--- src/rtl/uart_dma_rdy_pkg.sv ---
package uart_dma_rdy_pkg;

  localparam int PATH_TX = 0;
  localparam int PATH_RX = 1;
  localparam int NUM_PATHS = 2;

  typedef enum logic {
    DMA_SINGLE = 1'b0,
    DMA_BURST  = 1'b1
  } dmaMode_e;

  // accepted occupancy strobes, issued by control
  typedef struct packed {
    logic txPush;
    logic txPop;
    logic rxPush;
    logic rxPop;
  } pathStrobe_t;

  // occupancy state returned by the datapath
  typedef struct packed {
    logic txFull;
    logic txEmpty;
    logic txNextEmpty;
    logic txNextFull;
    logic rxFull;
    logic rxEmpty;
    logic rxNextEmpty;
    logic rxNextTrig;
    logic rxNextTimeout;
  } pathLevel_t;

endpackage

--- src/rtl/uart_dma_rdy_datapath.sv ---
module uart_dma_rdy_datapath
  import uart_dma_rdy_pkg::*;
#(
  parameter int DEPTH = 16,
  parameter int CHAR_BITS = 10,
  parameter int TIMEOUT_CHARS = 4
) (
  input  logic        clk,
  input  logic        rstN,
  input  logic        fifoEn,
  input  logic [1:0]  trigSel,
  input  logic        baudTick,
  input  pathStrobe_t strobe,
  output pathLevel_t  level
);

  localparam int CW = $clog2(DEPTH + 1);
  localparam int LIMIT = CHAR_BITS * TIMEOUT_CHARS;
  localparam int TW = $clog2(LIMIT + 1);

  logic [CW-1:0] capacity;
  logic [NUM_PATHS-1:0] pushV;
  logic [NUM_PATHS-1:0] popV;
  logic [NUM_PATHS-1:0][CW-1:0] cnt;
  logic [NUM_PATHS-1:0][CW-1:0] nextCnt;
  logic [CW-1:0] trigLevel;

  assign capacity = fifoEn ? CW'(DEPTH) : CW'(1);

  assign pushV[PATH_TX] = strobe.txPush;
  assign popV[PATH_TX]  = strobe.txPop;
  assign pushV[PATH_RX] = strobe.rxPush;
  assign popV[PATH_RX]  = strobe.rxPop;

  // one occupancy counter per path
  for (genvar p = 0; p < NUM_PATHS; p++) begin : g_path
    logic [CW-1:0] cntQ;
    logic [CW-1:0] cntD;

    assign cntD = cntQ + CW'(pushV[p]) - CW'(popV[p]);

    always_ff @(posedge clk or negedge rstN) begin
      if (!rstN) cntQ <= '0;
      else       cntQ <= cntD;
    end

    assign cnt[p]     = cntQ;
    assign nextCnt[p] = cntD;
  end

  // receive trigger level decode
  always_comb begin
    unique case (trigSel)
      2'b00:   trigLevel = CW'(1);
      2'b01:   trigLevel = CW'(DEPTH / 4);
      2'b10:   trigLevel = CW'(DEPTH / 2);
      default: trigLevel = CW'(DEPTH - 2);
    endcase
  end

  // character time-out timer on the receive path
  logic [TW-1:0] timerQ;
  logic [TW-1:0] timerD;
  logic timeoutQ;
  logic timeoutD;
  logic restart;
  logic counting;
  logic hit;

  assign restart  = strobe.rxPush || strobe.rxPop || (nextCnt[PATH_RX] == '0);
  assign counting = baudTick && !timeoutQ && (cnt[PATH_RX] != '0);
  assign hit      = counting && (timerQ == TW'(LIMIT - 1));

  always_comb begin
    if (restart) begin
      timerD   = '0;
      timeoutD = 1'b0;
    end else begin
      timerD   = counting ? timerQ + TW'(1) : timerQ;
      timeoutD = timeoutQ || hit;
    end
  end

  always_ff @(posedge clk or negedge rstN) begin
    if (!rstN) begin
      timerQ   <= '0;
      timeoutQ <= 1'b0;
    end else begin
      timerQ   <= timerD;
      timeoutQ <= timeoutD;
    end
  end

  always_comb begin
    level.txFull        = cnt[PATH_TX] >= capacity;
    level.txEmpty       = cnt[PATH_TX] == '0;
    level.txNextEmpty   = nextCnt[PATH_TX] == '0;
    level.txNextFull    = nextCnt[PATH_TX] >= capacity;
    level.rxFull        = cnt[PATH_RX] >= capacity;
    level.rxEmpty       = cnt[PATH_RX] == '0;
    level.rxNextEmpty   = nextCnt[PATH_RX] == '0;
    level.rxNextTrig    = nextCnt[PATH_RX] >= trigLevel;
    level.rxNextTimeout = timeoutD;
  end

endmodule

--- src/rtl/uart_dma_rdy_control.sv ---
module uart_dma_rdy_control
  import uart_dma_rdy_pkg::*;
(
  input  logic        clk,
  input  logic        rstN,
  input  logic        dmaSel,
  input  logic        fifoEn,
  input  logic        txWrite,
  input  logic        txDrain,
  input  logic        rxPush,
  input  logic        rxPop,
  input  pathLevel_t  level,
  output pathStrobe_t strobe,
  output logic        txReady,
  output logic        rxReady
);

  dmaMode_e mode;
  logic txReadyQ, txReadyD;
  logic rxReadyQ, rxReadyD;

  assign mode = (dmaSel && fifoEn) ? DMA_BURST : DMA_SINGLE;

  // strobes into a full or empty path are dropped here
  always_comb begin
    strobe.txPush = txWrite && !level.txFull;
    strobe.txPop  = txDrain && !level.txEmpty;
    strobe.rxPush = rxPush  && !level.rxFull;
    strobe.rxPop  = rxPop   && !level.rxEmpty;
  end

  always_comb begin
    unique case (mode)
      DMA_BURST: begin
        if (level.txNextFull)       txReadyD = 1'b1;
        else if (level.txNextEmpty) txReadyD = 1'b0;
        else                        txReadyD = txReadyQ;
      end
      default: txReadyD = !level.txNextEmpty;
    endcase
  end

  always_comb begin
    unique case (mode)
      DMA_BURST: begin
        if (level.rxNextTrig || level.rxNextTimeout) rxReadyD = 1'b0;
        else if (level.rxNextEmpty)                  rxReadyD = 1'b1;
        else                                         rxReadyD = rxReadyQ;
      end
      default: rxReadyD = level.rxNextEmpty;
    endcase
  end

  always_ff @(posedge clk or negedge rstN) begin
    if (!rstN) begin
      txReadyQ <= 1'b0;
      rxReadyQ <= 1'b1;
    end else begin
      txReadyQ <= txReadyD;
      rxReadyQ <= rxReadyD;
    end
  end

  assign txReady = txReadyQ;
  assign rxReady = rxReadyQ;

endmodule

--- src/rtl/uart_dma_ready.sv ---
module uart_dma_ready
  import uart_dma_rdy_pkg::*;
#(
  parameter int DEPTH = 16,
  parameter int CHAR_BITS = 10,
  parameter int TIMEOUT_CHARS = 4
) (
  input  logic       clk,
  input  logic       rstN,
  input  logic       dmaSel,
  input  logic       fifoEn,
  input  logic [1:0] trigSel,
  input  logic       baudTick,
  input  logic       txWrite,
  input  logic       txDrain,
  input  logic       rxPush,
  input  logic       rxPop,
  output logic       txReady,
  output logic       rxReady
);

  pathStrobe_t strobe;
  pathLevel_t  level;

  uart_dma_rdy_control u_ctrl (
    .clk     (clk),
    .rstN    (rstN),
    .dmaSel  (dmaSel),
    .fifoEn  (fifoEn),
    .txWrite (txWrite),
    .txDrain (txDrain),
    .rxPush  (rxPush),
    .rxPop   (rxPop),
    .level   (level),
    .strobe  (strobe),
    .txReady (txReady),
    .rxReady (rxReady)
  );

  uart_dma_rdy_datapath #(
    .DEPTH         (DEPTH),
    .CHAR_BITS     (CHAR_BITS),
    .TIMEOUT_CHARS (TIMEOUT_CHARS)
  ) u_data (
    .clk      (clk),
    .rstN     (rstN),
    .fifoEn   (fifoEn),
    .trigSel  (trigSel),
    .baudTick (baudTick),
    .strobe   (strobe),
    .level    (level)
  );

endmodule

--- config.mk ---
export PLATFORM = sky130hd
export DESIGN_NAME = uart_dma_ready
export DESIGN_NICKNAME = d
export VERILOG_FILES = /design/src/rtl/uart_dma_rdy_pkg.sv /design/src/rtl/uart_dma_rdy_datapath.sv /design/src/rtl/uart_dma_rdy_control.sv /design/src/rtl/uart_dma_ready.sv
export SDC_FILE = /design/constraint.sdc
export NUM_CORES = 1
export LEC_CHECK = 0
export BUFFER_PORTS_ARGS = -buffer_cell sky130_fd_sc_hd__buf_2
export CAP_MARGIN = 40
export CELL_PAD_IN_SITES_DETAIL_PLACEMENT = 2
export CELL_PAD_IN_SITES_GLOBAL_PLACEMENT = 2
export CORE_MARGIN = 2
export CORE_UTILIZATION = 33
export CTS_CLUSTER_DIAMETER = 30
export DETAILED_ROUTE_END_ITERATION = 12
export HOLD_SLACK_MARGIN = 0.03
export MAX_ROUTING_LAYER = met4
export PLACE_DENSITY_LB_ADDON = 0.1
export REMOVE_ABC_BUFFERS = 1
export SETUP_SLACK_MARGIN = 0.05
export SLEW_MARGIN = 20
export SYNTH_ARGS = -nofsm -noshare
export SYNTH_HDL_FRONTEND = slang
export SYNTH_SLANG_ARGS = --single-unit
--- constraint.sdc ---
create_clock -name clk -period 3.4 [get_ports clk]
set_input_delay 0.68 -clock clk [delete_from_list [all_inputs] [get_ports clk]]
set_output_delay 0.68 -clock clk [all_outputs]
set_load 0.02 [all_outputs]
==> results.cfg <==
[status]
outcome = completed

[global_route]
grt-ovfl-total = 0
pin_count_of_the_biggest_net_entering_global_routing = 20
number_of_global_route_vias_before_repair = 1295
grt_first_pass_wirelength_mm = 6.22
antenna_found_initial = 0
grt_use_total_pct = 16.6

[logic_synthesis]
syn_area_mm2 = 0.00147
synth_cell_type_count = 36
synthesis.instances = 148
syn-mean-instance-area_um2 = 9.93
ys_seq_area_share_pct = 32.4
ys_ff_latch = 19
ys.warnings.count = 0
yosys.area.top_type = dfrtp_1
synth_top_area_share_pct = 30.6
synth.area.top_cells = dfrtp_1, ha_1, inv_1

[die]
fp.dieH_um = 70.7
placementRows = 24
die-area_mm2 = 0.00500
top_level_ports = 13
start_util_pct = 34.0
die_w_um = 70.7
placeableCoreArea_mm2 = 0.00432

[final_layout]
fraction_of_the_core_area_covered_by_cells_at_the_end_of_the_flow_pct = 44.9
post_route_cells_drive_above_1_share_pct = 38.8
area.growth.synth_to_final_pct = 32.1
antennaDiodeCount = 0
nNetsFinal = 229

[timing]
maxClockFrequency_mhz = 308
min_period_over_period_pct = 95.5
rsz0062_at_grt = true
max_slew_margin_pct = 67.5
finalSetupViolations = 0
finalMaxSlewViolations = 0
setup_total_negative_slack_ns = 0
finalHoldViolations = 0
clock_skew_ns = 0.00678
worst_slew_pin_slew_ns = 0.481
timing.final.crit_period_ns = 3.25

[worst_setup_path]
crit_path_start = u_data.g_path[0].cntQ[2]$_DFF_PN0_
worst-endpoint-arrival_ns = 3.40
regToRegStartpoint = u_data.g_path[0].cntQ[2]$_DFF_PN0_
timing.reg2reg.worst_path_depth = 17
r2r_end = u_ctrl.txReady$_DFFE_PN0P_
regToRegSetupSlack_ns = 0.15
setup.worst_path.start_class = flip-flop
required_ns = 3.55
ws_path_type = reg2reg
end_kind = flip-flop
crit_path_max_fanout = 3

[detailed_routing]
first_iter_violations = 24
drtAntennaViolNets = 0
drt-wirelength-per-cell_um = 16.3
totalWireLength_mm = 3.91
route.detailed.vias_per_inst = 4.92
dr_total_vias = 1180
drt_first_pass_iters = 2
number_of_drc_violations_after_detailed_routing = 0

[placement]
gp_congestion = 0.687
io_buffer_count = 12
detailedPlacementHpwl_mm = 3.02

[clock_tree]
path_clk_slew_ns = 0.08
clockRootBuffer = clkbuf_8
worst_skew_pair.late_latency_ns = 0.26
clock_tree_from_tritoncts = done
cts.htree.levels = 1
cts_max_path_buffers = 2
clkSinkCount = 19
cts_hold_bufs = 0
cts-buffers-inserted = 3

[flow_run]
cap_viol_max_count = 0

[hold_path]
worstHoldPathType = in2async
worst max path at each step:
stage | slack (ns) | end
global placement | -0.13 | u_data.timerQ[5]$_DFFE_PN0P_
finish | 0.15 | u_ctrl.txReady$_DFFE_PN0P_
floorplan | 0.15 | u_ctrl.txReady$_DFFE_PN0P_
global route | -0.13 | u_ctrl.txReady$_DFFE_PN0P_
detailed placement | -0.31 | u_ctrl.txReady$_DFFE_PN0P_
CTS | 0.06 | u_ctrl.txReady$_DFFE_PN0P_
area by class of cell:
type,instances,area [um^2]
fillers,489,2380
well taps,52,65.1
repair buffers,36,240
multi-input cells,103,1010
inverters,26,97.6
flip-flops and latches,19,478
clock buffers,3,41.3
clock inverters,1,5.00
synth_stat cells:
| library cell | number |
|---|---|
| o22a_1 | 1 |
| nor4b_1 | 1 |
| o21ai_0 | 4 |
| o21bai_1 | 4 |
| nor3_1 | 2 |
| fa_1 | 2 |
| or3_1 | 1 |
| nand3_1 | 2 |
| o31ai_4 | 1 |
| o2111ai_1 | 1 |
| xnor2_1 | 8 |
| o22ai_1 | 1 |
| o31a_1 | 1 |
| ha_1 | 27 |
| xor2_1 | 5 |
| nor2b_2 | 1 |
| dfstp_2 | 1 |
| nand2b_1 | 5 |
| nor2b_1 | 2 |
| nor4b_4 | 1 |
| nand4_1 | 1 |
| nor3b_2 | 1 |
| mux2i_1 | 1 |
| dfrtp_1 | 18 |
| and2_1 | 1 |
| nor2_1 | 10 |
| nor4_1 | 1 |
| a21oi_1 | 8 |
| a221oi_2 | 1 |
| nor3b_1 | 1 |
| nand2_1 | 4 |
| o21ai_1 | 1 |
| inv_1 | 26 |
| nor4bb_1 | 1 |
| nand4b_1 | 1 |
| a41oi_1 | 1 |
placed cells by master (no fill, tap or decap), types with 3 or more instances in the layout:
cell	Yosys	layout
xor2_1	5	4
dfrtp_1	18	17
nand2_1	4	3
buf_2	0	12
buf_4	0	24
inv_2	0	7
clkbuf_8	0	3
ha_1	27	22
a21oi_1	8	6
o21bai_1	4	4
nand2b_1	5	5
xnor2_1	8	6
ha_4	0	3
nor2_1	10	10
inv_1	26	19
critical path, stage by stage (launching register included):
cell,delay [ns]
dfrtp_1,0.41
inv_2,0.11
ha_4,0.15
nand2_4,0.05
o31a_1,0.27
ha_1,0.28
inv_1,0.07
ha_2,0.18
inv_2,0.04
fa_2,0.35
o21bai_1,0.16
a21oi_2,0.09
xnor2_2,0.24
ha_4,0.24
a21oi_2,0.14
o21ai_2,0.09
nor4_2,0.17
o21ai_1,0.08
state kept, by name, summed over array words and instances, names as in the netlist:
name / cells
u_data.timerQ: 6
u_ctrl.rxReady: 1
u_data.timeoutQ: 1
u_ctrl.txReady: 1
u_data.g_path.cntQ: 10
cells by family after synthesis:
| group | synth area share, % |
|---|---|
| buffers and inverters | 6.64 |
| xor gates and xnor gates | 7.74 |
| and+or+nand+nor | 15.1 |
| adders and majority gates | 25.7 |
| DFF | 32.4 |
| muxes | 0.681 |
| AOI/OAI and AO/OA | 11.7 |
stage by stage:
stage,hold slack [ns],std cells,setup WS (ns),area (um^2)
after floorplan,0.384,148,0.149,1470
after global placement,0.529,222,-0.134,1670
after detailed placement,0.562,222,-0.309,1670
after CTS,0.374,228,0.0571,1750
after global routing,0.382,240,-0.126,1940
final,0.364,240,0.153,1940
per-layer routing:
layer | wire [um] | track usage, %
met5 | 0 | -
met4 | 46 | 4.40
met3 | 80 | 3.42
met2 | 2250 | 30.3
met1 | 1530 | 18.4
repair_timing:
action                                  CTS  global route
resized for setup                         8            24
gates cloned                              0             0
pin swaps                                 4            16
endpoints found under the hold margin     0             0
endpoints found under the setup margin    8             9
setup buffers                             2            12
Power is not shown: default switching activity piles up to over one toggle a cycle in this logic, so the estimate is an artifact.
